### src/rtl/pic_pkg.sv
package pic_pkg;
  localparam int NLVL = 8;
  localparam int LW   = $clog2(NLVL);
  typedef logic [LW-1:0] lvl_t;

  localparam logic [1:0] SEL_MASK = 2'd0;
  localparam logic [1:0] SEL_LOW  = 2'd1;
  localparam logic [1:0] SEL_EOI  = 2'd2;

  // rank of a level given the lowest level; wraps in LW bits
  function automatic lvl_t rank_of(lvl_t lvl, lvl_t low);
    return lvl_t'(lvl - low);
  endfunction

  // level holding a given rank
  function automatic lvl_t lvl_at(lvl_t rank, lvl_t low);
    return lvl_t'(low + rank);
  endfunction

  function automatic logic [NLVL-1:0] onehot(lvl_t lvl);
    logic [NLVL-1:0] v;
    v = '0;
    v[lvl] = 1'b1;
    return v;
  endfunction
endpackage

### src/rtl/pic_resolve.sv
module pic_resolve
  import pic_pkg::*;
(
  input  logic [NLVL-1:0] cand,
  input  lvl_t            low,
  output logic            any,
  output lvl_t            win_lvl,
  output lvl_t            win_rank
);
  always_comb begin
    lvl_t rr;
    lvl_t ll;
    any      = 1'b0;
    win_lvl  = low;
    win_rank = '0;
    for (int r = 0; r < NLVL; r++) begin
      rr = lvl_t'(r);
      ll = lvl_at(rr, low);
      if (cand[ll]) begin
        any      = 1'b1;
        win_lvl  = ll;
        win_rank = rr;
      end
    end
  end
endmodule

### src/rtl/pic_state.sv
module pic_state
  import pic_pkg::*;
(
  input  logic            clk,
  input  logic            rst_n,
  input  logic            cfg_we,
  input  logic [1:0]      cfg_sel,
  input  logic [7:0]      cfg_wdata,
  input  logic [NLVL-1:0] isr_set,
  input  logic [NLVL-1:0] isr_clr,
  output logic [NLVL-1:0] mask_q,
  output lvl_t            low_q,
  output logic [NLVL-1:0] isr_q
);
  always_ff @(posedge clk or negedge rst_n) begin
    if (!rst_n) begin
      mask_q <= '1;
      low_q  <= '0;
      isr_q  <= '0;
    end else begin
      if (cfg_we && cfg_sel == SEL_MASK) mask_q <= cfg_wdata[NLVL-1:0];
      if (cfg_we && cfg_sel == SEL_LOW)  low_q  <= cfg_wdata[LW-1:0];
      isr_q <= (isr_q & ~isr_clr) | isr_set;
    end
  end
endmodule

### src/rtl/prio_irq_ctrl.sv
module prio_irq_ctrl
  import pic_pkg::*;
(
  input  logic       clk,
  input  logic       rst_n,
  input  logic [7:0] irq_req,
  input  logic       cfg_we,
  input  logic [1:0] cfg_sel,
  input  logic [7:0] cfg_wdata,
  input  logic       ack,
  output logic       irq_out,
  output logic [2:0] ack_vec
);
  logic [NLVL-1:0] mask_q, isr_q, elig, isr_set, isr_clr;
  lvl_t            low_q, win_lvl, win_rank, isr_lvl, isr_rank;
  logic            elig_any, isr_any, eoi_hit, ack_hit;

  pic_state u_state (
    .clk, .rst_n, .cfg_we, .cfg_sel, .cfg_wdata,
    .isr_set, .isr_clr, .mask_q, .low_q, .isr_q
  );

  // highest level currently in service
  pic_resolve u_isr_top (
    .cand(isr_q), .low(low_q), .any(isr_any),
    .win_lvl(isr_lvl), .win_rank(isr_rank)
  );

  for (genvar i = 0; i < NLVL; i++) begin : g_elig
    assign elig[i] = irq_req[i] & ~mask_q[i] &
                     (~isr_any | (rank_of(lvl_t'(i), low_q) > isr_rank));
  end

  pic_resolve u_win (
    .cand(elig), .low(low_q), .any(elig_any),
    .win_lvl(win_lvl), .win_rank(win_rank)
  );

  assign ack_hit = ack & elig_any;
  assign eoi_hit = cfg_we & (cfg_sel == SEL_EOI) & isr_any;
  assign isr_set = ack_hit ? onehot(win_lvl) : '0;
  assign isr_clr = eoi_hit ? onehot(isr_lvl) : '0;

  always_ff @(posedge clk or negedge rst_n) begin
    if (!rst_n) begin
      irq_out <= 1'b0;
      ack_vec <= '0;
    end else begin
      irq_out <= elig_any;
      if (ack) ack_vec <= win_lvl;
    end
  end
endmodule

### config.mk
export PLATFORM = sky130hd
export DESIGN_NAME = prio_irq_ctrl
export DESIGN_NICKNAME = d
export VERILOG_FILES = /design/src/rtl/pic_pkg.sv /design/src/rtl/pic_resolve.sv /design/src/rtl/pic_state.sv /design/src/rtl/prio_irq_ctrl.sv
export SDC_FILE = /design/constraint.sdc
export NUM_CORES = 1
export LEC_CHECK = 0
export BUFFER_PORTS_ARGS = -buffer_cell sky130_fd_sc_hd__buf_4
export CAP_MARGIN = 20
export CORE_UTILIZATION = 30
export CTS_CLUSTER_DIAMETER = 200
export DETAILED_ROUTE_END_ITERATION = 8
export PLACE_DENSITY = 0.43
export SLEW_MARGIN = 40
export SYNTH_ARGS = -nofsm -noshare
export SYNTH_HDL_FRONTEND = slang
export SYNTH_SLANG_ARGS = --single-unit
### constraint.sdc
create_clock -name clk -period 6.8 [get_ports clk]
set_input_delay 0 -clock clk [delete_from_list [all_inputs] [get_ports clk]]
set_output_delay 0 -clock clk [all_outputs]
set_load 0.005 [all_outputs]
# After elaboration in Yosys (flattened, before gate mapping)
# Cells that the tools add are included.
[word_totals] reg_bits=23
[op_classes] muxes=75 eq_ne=2 n_reduce_logical=5 n_lt_le_gt_ge=20 n_bitwise=39 addsub=15
[op_table] op="$mux W3" count=18
[op_table] op="$bmux W1 S3" count=16
[op_table] op="$lt A3 B4 Y1 const B" count=10
[op_table] op="$mux W1" count=35
[op_table] op="$gt A3 B3 Y1" count=8
[op_table] op="$and A1 B1 Y1" count=19
[op_table] op="$mux W8" count=2
[op_table] op="$add A3 B3 Y3 const B" count=4
[op_table] op="$sub A3 B3 Y3 const A" count=4
[op_table] op="$not A1 Y1" count=9
[op_table] op="$and A8 B8 Y8" count=1
[op_table] op="$not A8 Y8" count=1
[op_table] op="$or A1 B1 Y1" count=8
[op_table] op="$or A8 B8 Y8" count=1
[op_table] op="$add A3 B2 Y3 const B" count=2
[op_table] op="$demux W1 S3" count=2
[op_table] op="$ge A3 B1 Y1 const B" count=2
[op_table] op="$sub A1 B3 Y3 const A" count=2
[op_table] op="$sub A2 B3 Y3 const A" count=2
[op_table] op="$logic_and A1 B1 Y1" count=4
[op_table] op="$mux W2" count=2
[op_table] op="$add A3 B1 Y3 const B" count=1
[op_table] op="$eq A2 B1 Y1 const B" count=1
[op_table] op="$eq A2 B2 Y1 const B" count=1
[op_table] op="$logic_not A2 Y1" count=1

# Depth between registers and ports, before layout
# Gate-level depths: netlist of run 1.
[depth] ltp_word=28 depth_mapped=24

# Cells and area by module
# A second synthesis of run 1 with hierarchy kept.
[unflattened] hier_cells=328 hier_area_um2=2984.1
[by_module_without_submodules] mod="pic_resolve" seq_area_each_um2=0.0 n_inst=2 cells_per_inst=86 area_per_inst_um2=723.2
[by_module_without_submodules] mod="prio_irq_ctrl" seq_area_each_um2=100.1 n_inst=1 cells_per_inst=108 area_per_inst_um2=812.0
[by_module_without_submodules] mod="pic_state" seq_area_each_um2=485.5 n_inst=1 cells_per_inst=48 area_per_inst_um2=725.7

# Worst setup path before layout of run 1
# Ideal clock, no wire load.
[synth_timing] kind="reg2reg" startpoint="register u_state.low_q[1]" endpoint="register u_state.isr_q[6]" setup_ps=122 period_less_slack_ps=5723 required_ps=6678 t_arrival_ps=5602 stages_incl_launch_ff=22 setup_slack_ps=1077 n_path_buf=4 cell_sequence="dfrtp_1 -> buf_2 -> clkinv_1 -> buf_1 -> ha_1 -> buf_6 -> buf_8 -> mux2_1 -> mux4_2 -> nor3_1 -> a31oi_1 -> nor2_1 -> ha_1 -> a221o_1 -> mux4_2 -> a211o_1 -> nand2_1 -> and4b_1 -> a211oi_2 -> a31o_2 -> nor2_1 -> a32o_1"
[synth_via] elab_chain_cells=28
[synth_lines] element="from (decl)" line_no="pic_state.sv:12" rtl="output lvl_t low_q,"
[synth_lines] element="from (signal assigned)" line_no="pic_state.sv:22" rtl="if (cfg_we && cfg_sel == SEL_LOW) low_q <= cfg_wdata[LW-1:0];"
[synth_lines] element="$add A3 B1 Y3 or $bmux W1 S3 (tied branches)" line_no="pic_pkg.sv:17, pic_resolve.sv:19"
[synth_lines] element="$bmux W1 S3 or $mux W1 (tied branches)" line_no="pic_resolve.sv:19" rtl="if (cand[ll]) begin"
[synth_lines] element="$mux W1 (not written as such)" line_no="pic_resolve.sv:19"
[synth_lines] element="$mux W1" line_no="pic_resolve.sv:19"
[synth_lines] element="$mux W2 or $mux W1 (tied branches) (2 in series)" line_no="pic_resolve.sv:19"
[synth_lines] element="$mux W3 or $mux W1 (tied branches) (4 in series)" line_no="pic_resolve.sv:19"
[synth_lines] element="$gt A3 B3 Y1 or $not A1 Y1 (tied branches)" line_no="prio_irq_ctrl.sv:31" rtl="(~isr_any | (rank_of(lvl_t'(i), low_q) > isr_rank));"
[synth_lines] element="$or A1 B1 Y1" line_no="prio_irq_ctrl.sv:31"
[synth_lines] element="(+2 left out)"
[synth_lines] element="$mux W1 (not written as such)" line_no="pic_resolve.sv:19"
[synth_lines] element="$mux W3 (7 in series)" line_no="pic_resolve.sv:19"
[synth_lines] element="$lt A3 B4 Y1 (not written as such) or $ge A3 B1 Y1 (tied branches)" line_no="pic_pkg.sv:23" rtl="v[lvl] = 1'b1;"
[synth_lines] element="$logic_and A1 B1 Y1 (not written as such)" line_no="pic_pkg.sv:23"
[synth_lines] element="$mux W1 (not written as such)" line_no="pic_pkg.sv:23"
[synth_lines] element="$demux W1 S3" line_no="pic_pkg.sv:23"
[synth_lines] element="$mux W8" line_no="prio_irq_ctrl.sv:41" rtl="assign isr_set = ack_hit ? onehot(win_lvl) : '0;"
[synth_lines] element="$or A8 B8 Y8 (*)" line_no="pic_state.sv:23" rtl="isr_q <= (isr_q & ~isr_clr) | isr_set;"
[synth_lines] element="to (signal assigned)" line_no="pic_state.sv:23"
[synth_lines] element="to (decl)" line_no="pic_state.sv:13" rtl="output logic [NLVL-1:0] isr_q"
# Every way passes the cells marked *; elsewhere a longest branch is shown, timed or not. The select of a mux whose other input is x is not followed.
# A chain may end at the register's enable or synchronous reset.

# Final worst setup path of run 1
[layout_timing] startpoint="register u_state.low_q[1]" endpoint="register u_state.isr_q[2]"
# Same word-level chain as after synthesis.

==> results.tsv, run 1 <==
stage	metric	value	unit
sta	max frequency	174	MHz
clock_network	H-tree depth	1	
grt	first-pass GRT wire length	17.8	mm
sta	Tmin final	5.75	ns
critical_path	Crit. End Element	flop	
power_and_ir_drop	Max VDD drop	0.262	mV
sta	RSZ-0062 raised after global routing	no	
clock_network	Clk Latency, worst-skew pair	0.27	ns
clock_network	hold_buf cts	9	
floorplan	Row Count	38	
sta	Hold WS	0.0161	ns
clock_network	# resized after CTS	0	
finish	Fillers	1124	
floorplan	core box area	10900	um^2
clock_network	TritonCTS Buffers	3	
synthesis	number of synthesized flops with an enable pin	0	
synthesis	top_reg_cell synth	dfrtp_1	
finish	ratio of cells with drive above 1 in the final layout	25.2	%
sta	final setup violation count	0	
placement	Placer Congestion	0.846	
clock_network	root cell of the clock tree	clkbuf_8	
detailed_routing	vias	3275	
critical_path	Worst EP required	6.96	ns
power_and_ir_drop	power density cells	415	nW/um^2
grt	largest net degree at the start of global routing	32	
detailed_routing	wire per inst	20.2	um
min_path	Hold Crit Class	in -> reg	
clock_network	Post-CTS Setup Bufs	0	
floorplan	die width	108	um
grt	GR Overflow Total	0	
floorplan	die area	11700	um^2
floorplan	Boundary Pins	26	
sta	Hold Violations, Final	0	
detailed_routing	drt pass-1 iters	4	
status	status	finished clean	
placement	I/O Buffers	25	
grt	GRT Overall Usage	19.8	%
clock_network	clk sinks	23	
sta	Slew Limit Fails	0	
detailed_routing	drt drc	0	
placement	HPWL Detailed	8.48	mm
floorplan	Die Span Y	108	um
critical_path	CP arrival	5.91	ns
finish	P&R area growth vs syn	13.6	%
clock_network	Max Buffers Root-to-Sink	2	
synthesis	sequential area share after synthesis	17.3	%
finish	number of diodes	0	
synthesis	Post-Syn Nets	410	
grt	vias in the first global route	3245	
floorplan	Initial Util	31.0	%
clock_network	Worst-path clk slew	0.08	ns
sta	Final Cycle Share	84.6	%
synthesis	Post-synth ARST share	100	%
synthesis	Avg Cell Area, Syn	9.08	um^2
sta	TNS Setup	0	ns
synthesis	Yosys warnings	0	
flow_run	maxcap violations	0	
detailed_routing	final antenna-violating net count	0	
sta	Clock Skews	0.00164	ns
detailed_routing	vias per cell	6.05	
grt	initial antenna violation count	0	
synthesis	Synth cell types	71	
detailed_routing	initial DRC count	180	
synthesis	Syn Std Cell Area	3380	um^2
finish	fin nets	440	
detailed_routing	WL final	10.9	mm
critical_path	WS Path Type	reg -> reg	
sta	Worst-Margin Slew	0.711	ns
critical_path	Worst setup SP type	flop	
clock_network	CTS tree	yes	
critical_path	Critical Path Fanout Max	14	
synthesis	post-synthesis instance total	372	
synthesis	synthesized flop and latch total	23	
sta	relative slew slack	52.6	%
power_and_ir_drop	static leakage	1.48	nW
## cells in the final DEF, fill, tap and decap left out, drive strengths merged, types with 4 or more instances in the layout
master / n
nor3: 8
nand2: 29
a221oi: 6
buf: 35
inv: 22
o21a: 4
mux2i: 10
a21oi: 20
dlygate4sd3: 9
a32o: 5
mux4: 22
dfstp: 8
o2111ai: 4
nor2: 16
mux2: 20
ha: 16
o21ai: 20
dfrtp: 15
a211oi: 4
o211ai: 7
a31oi: 12
and2: 8
nand2b: 9
nand3: 11
xnor2: 4
nor2b: 11
o32ai: 6
## through the flow
step	util [%]	total power, mW	setup WS, ns	instances	instance area (um^2)
6_report	35.2	1.59	1.05	541	3840
5_1_grt	35.2	1.74	0.673	541	3840
4_1_cts	35.2	1.59	1.07	541	3840
3_5_place_dp	34.0	1.50	1.10	528	3700
3_3_place_gp	34.0	1.50	1.12	528	3700
2_1_floorplan	-	1.17	1.08	372	3380
## report_power, final
part           switching, mW  total [mW]  internal, mW
Clock                 0.0457      0.0867        0.0410
Sequential            0.0689       0.257         0.188
Combinational          0.713        1.25         0.537
## layout make-up
cell class	instances	area, um^2	area share [%]
Timing Repair Buffer	44	353	9.19
Multi-Input combinational cell	307	2590	67.5
Sequential cell	23	586	15.3
Clock buffer	3	41.3	1.08
Tap cell	140	175	4.56
Inverter	23	86.3	2.25
Clock inverter	1	5.00	0.130
## state kept, by name, indices dropped and copies added (netlist names)
| name | flops |
|---|---|
| ack_vec | 3 |
| u_state.low_q | 3 |
| u_state.isr_q | 8 |
| u_state.mask_q | 8 |
| irq_out | 1 |
## metal layers
layer,global-route usage (%),vias up,share of wire [%]
met1,28.5,1645,48
met4,4.01,0,1.1
met2,32.7,91,47
met3,0.964,9,3.6
li1,-,1530,-
met5,0,-,0
## path summary, 6_finish.rpt
| path | start | endpoint | slack, ns | cells after the start |
|---|---|---|---|---|
| setup / recovery | u_state.low_q[1] | u_state.isr_q[2] | 1.05 | 18 |
| hold / removal | ack | ack_vec[0] | 0.02 | 2 |
| setup reg to reg | u_state.low_q[1] | u_state.isr_q[2] | 1.05 | 18 |
| hold reg to reg | ack_vec[1] | ack_vec[1] | 0.52 | 1 |
| max in group asynchronous | rst_n | u_state.mask_q[6] | 6.36 | 2 |
| min in group asynchronous | rst_n | u_state.isr_q[7] | 0.16 | 2 |
## synth_stat cells, types with 4 or more instances
master	count	share of area, %
a21oi_1	20	3.0
a221oi_1	5	1.3
a31oi_1	12	2.2
a32o_1	5	1.5
and2_1	8	1.5
buf_2	5	0.74
clkbuf_1	7	0.78
dfrtp_1	15	11
dfstp_2	8	6.2
ha_1	16	5.9
inv_1	22	2.4
mux2_2	19	6.3
mux2i_1	10	3.0
mux4_2	21	14
nand2_1	28	3.1
nand2b_1	9	1.7
nand3_1	11	1.6
nor2_1	16	1.8
nor2b_1	11	2.0
nor3_1	8	1.2
o2111ai_1	4	1.0
o211ai_1	7	1.6
o21a_1	4	0.89
o21ai_0	17	2.5
o32ai_1	6	1.6
xnor2_1	4	1.0
## worst max-delay path, cell delays in order (launching register included)
cell and delay (ns):
dfrtp_1 0.35, clkinv_1 0.08, ha_1 0.67, mux2_2 0.40, mux4_2 0.51, nor3_1 0.16, a31oi_1 0.08, nor2_1 0.49
ha_1 0.34, o21ai_0 0.09, a221oi_1 0.16, a31oi_1 0.52, inv_1 0.08, mux4_2 0.49, o21ai_1 0.33, o211ai_1 0.17
nand2_1 0.14, xnor2_1 0.18, o41ai_1 0.39
## cells by family (layout without fill, tap and decap cells)
| family | Yosys count | in the layout | share of synthesized area (%) |
|---|---|---|---|
| AOI/OAI and AO/OA | 123 | 123 | 27.3 |
| xor gates and xnor gates | 6 | 6 | 1.56 |
| adders and majority gates | 16 | 16 | 5.93 |
| buffers and inverters | 42 | 71 | 5.96 |
| DFF | 23 | 23 | 17.3 |
| muxes | 52 | 52 | 24.4 |
| and+or+nand+nor | 110 | 110 | 17.6 |
Power figures use the tool's default switching activity.
==> run 2: changes to the inputs <==
- clock period: 6.8 -> 5.5 ns (I/O delays scaled with it)
==> run 2 against run 1 <==
  * Design area is 5.0% higher
  * Critical endpoint is now u_state.isr_q[6]
  * Largest cell class unchanged
  * Worst hold slack better by 0.0020 ns
  * Highest routed layer unchanged
  * Final cell count rose by 2.2%
  * Wire length is 5.5% higher
  * Setup slack lost 0.85 ns
==> results.tsv, run 2 (synthesized netlist as in run 1, its figures left out) <==
stage	metric	value	unit
power_and_ir_drop	static leakage	1.55	nW
clock_network	H-tree depth	1	
finish	Fillers	1106	
finish	fin nets	452	
detailed_routing	vias	3298	
sta	Tmin final	5.30	ns
sta	max frequency	189	MHz
detailed_routing	initial DRC count	177	
critical_path	Worst EP required	5.66	ns
grt	GR Overflow Total	0	
placement	pre-CTS setup slack	-0.0178	ns
critical_path	Crit. End Element	flop	
clock_network	TritonCTS Buffers	3	
finish	ratio of cells with drive above 1 in the final layout	31.5	%
placement	HPWL Detailed	8.75	mm
placement	I/O Buffers	25	
sta	Worst-Margin Slew	0.755	ns
power_and_ir_drop	Overall Power	2.11	mW
finish	Finished Layout Cells	553	
critical_path	critical-path cell list	buf_4, ha_1, buf_4, inv_1, mux4_2, nor3_2, a31oi_1, nor2_1, nor2_1, ha_1, o21bai_1, a21oi_1, a211oi_1, buf_4, a41oi_4, or4_1, and3_4, and4b_1, a211oi_2, a31o_2, nor2_1, a32o_1	
clock_network	Worst-path clk slew	0.09	ns
floorplan	Boundary Pins	26	
power_and_ir_drop	Max VDD drop	0.216	mV
critical_path	R2R cell count	22	
placement	number of cells after detailed placement	540	
critical_path	CP arrival	5.46	ns
sta	final setup violation count	0	
detailed_routing	WL final	11.5	mm
floorplan	Die Span Y	108	um
sta	relative slew slack	49.7	%
power_and_ir_drop	Seq pwr share	15.4	%
detailed_routing	drt drc	0	
sta	worst setup margin	0.198	ns
floorplan	die width	108	um
sta	Final Cycle Share	96.4	%
detailed_routing	vias per cell	5.96	
power_and_ir_drop	clock power share	5.3	%
grt	largest net degree at the start of global routing	32	
clock_network	CTS tree	yes	
placement	Placer Congestion	0.902	
detailed_routing	final antenna-violating net count	0	
min_path	Hold Crit Depth	2	
min_path	Hold Crit Class	in -> reg	
clock_network	Max Buffers Root-to-Sink	2	
power_and_ir_drop	Psw	1.10	mW
floorplan	Initial Util	31.0	%
finish	P&R area growth vs syn	19.3	%
finish	Regs by FF count	u_state.isr_q: 8 flops, u_state.mask_q: 8 flops	
floorplan	core box area	10900	um^2
grt	GRT Overall Usage	20.4	%
critical_path	CP peak stage delay	0.50	ns
critical_path	Worst path depth	22	
power_and_ir_drop	Int Pwr	1.01	mW
status	status	finished clean	
critical_path	Critical Path Fanout Max	22	
critical_path	Crit-path slowest cell	or4_1	
flow_run	maxcap violations	0	
detailed_routing	wire per inst	20.8	um
detailed_routing	drt pass-1 iters	4	
critical_path	WS Path Type	reg -> reg	
sta	Clock Skews	0.00495	ns
power_and_ir_drop	Comb power frac	79.3	%
finish	commonest non-fill, non-tap cells in the layout	buf_4 (46), nand2_1 (27), inv_1 (22)	
power_and_ir_drop	switch share	52.0	%
power_and_ir_drop	power density cells	523	nW/um^2
critical_path	Buf/Inv on CP	4	
clock_network	Post-CTS Setup Bufs	0	
grt	initial antenna violation count	0	
grt	first-pass GRT wire length	18.3	mm
clock_network	clk sinks	23	
floorplan	Row Count	38	
clock_network	Clk Latency, worst-skew pair	0.27	ns
floorplan	die area	11700	um^2
clock_network	root cell of the clock tree	clkbuf_8	
sta	Slew Limit Fails	0	
finish	number of diodes	0	
critical_path	Worst path top cell family by delay	compound AO/OA/AOI/OAI gates	
grt	vias in the first global route	3256	
finish	commonest non-fill, non-tap cell in the layout	buf_4	
sta	Hold Violations, Final	0	
critical_path	Worst setup SP type	flop	
## run 2: cell count changes in the layout (fill, tap and decap cells not counted), moves of 2 or more
cell | before | now
a221oi_2 | 1 | 3
o41ai_2 | 0 | 2
o21ai_0 | 17 | 14
o21ai_1 | 2 | 4
o41ai_1 | 2 | 0
buf_4 | 35 | 46
a221oi_1 | 5 | 3
## run 2: timing repair
item,CTS,global route
hold buffers,9,0
endpoints found under the hold margin,32,0
endpoints found under the setup margin,6,11
gates resized for setup,1,21
## run 2: final timing paths
path,to,slack (ns),startpoint
min reg2reg,ack_vec[0],0.52,ack_vec[0]
max,u_state.isr_q[6],0.20,u_state.low_q[1]
min in group asynchronous,u_state.isr_q[0],0.16,rst_n
max reg2reg,u_state.isr_q[6],0.20,u_state.low_q[1]
max in group asynchronous,u_state.mask_q[7],5.05,rst_n
min,ack_vec[0],0.02,ack
## run 2: stage by stage
step | setup TNS [ns] | hold slack, ns | area, um^2 | util (%)
floorplan | 0 | -0.296 | 3400 | -
global placement | 0 | -0.0821 | 3800 | 34.9
detailed placement | -0.0348 | -0.0794 | 3800 | 34.9
CTS | 0 | 0.0166 | 3930 | 36.1
global route | -0.312 | 0.0281 | 4030 | 37.0
finish | 0 | 0.0181 | 4030 | 37.0
## run 2: power groups by stage
stage	Clock, mW	Combinational [mW]	Sequential (mW)
after floorplan	0	1.16	0.287
after global placement	0	1.57	0.325
after detailed placement	0	1.57	0.325
after CTS	0.114	1.58	0.323
after global routing	0.121	1.83	0.337
final	0.111	1.67	0.324
## run 2: cell type report
cell class	count	area [um^2]	share of cell area, %
well taps	140	175	4.35
repair buffers	56	450	11.2
inverters	23	87.6	2.17
clock buffers	3	41.3	1.02
flip-flops and latches	23	587	14.6
multi-input cells	307	2680	66.6
clock inverters	1	5.00	0.124
## run 2: routing by layer
metal	global-route usage (%)	part of all wire, %	vias to the layer above
met5	0	0	-
met4	4.89	1.5	0
met3	1.08	5.2	12
met2	32.5	47	97
met1	30.1	47	1635
li1	-	-	1554
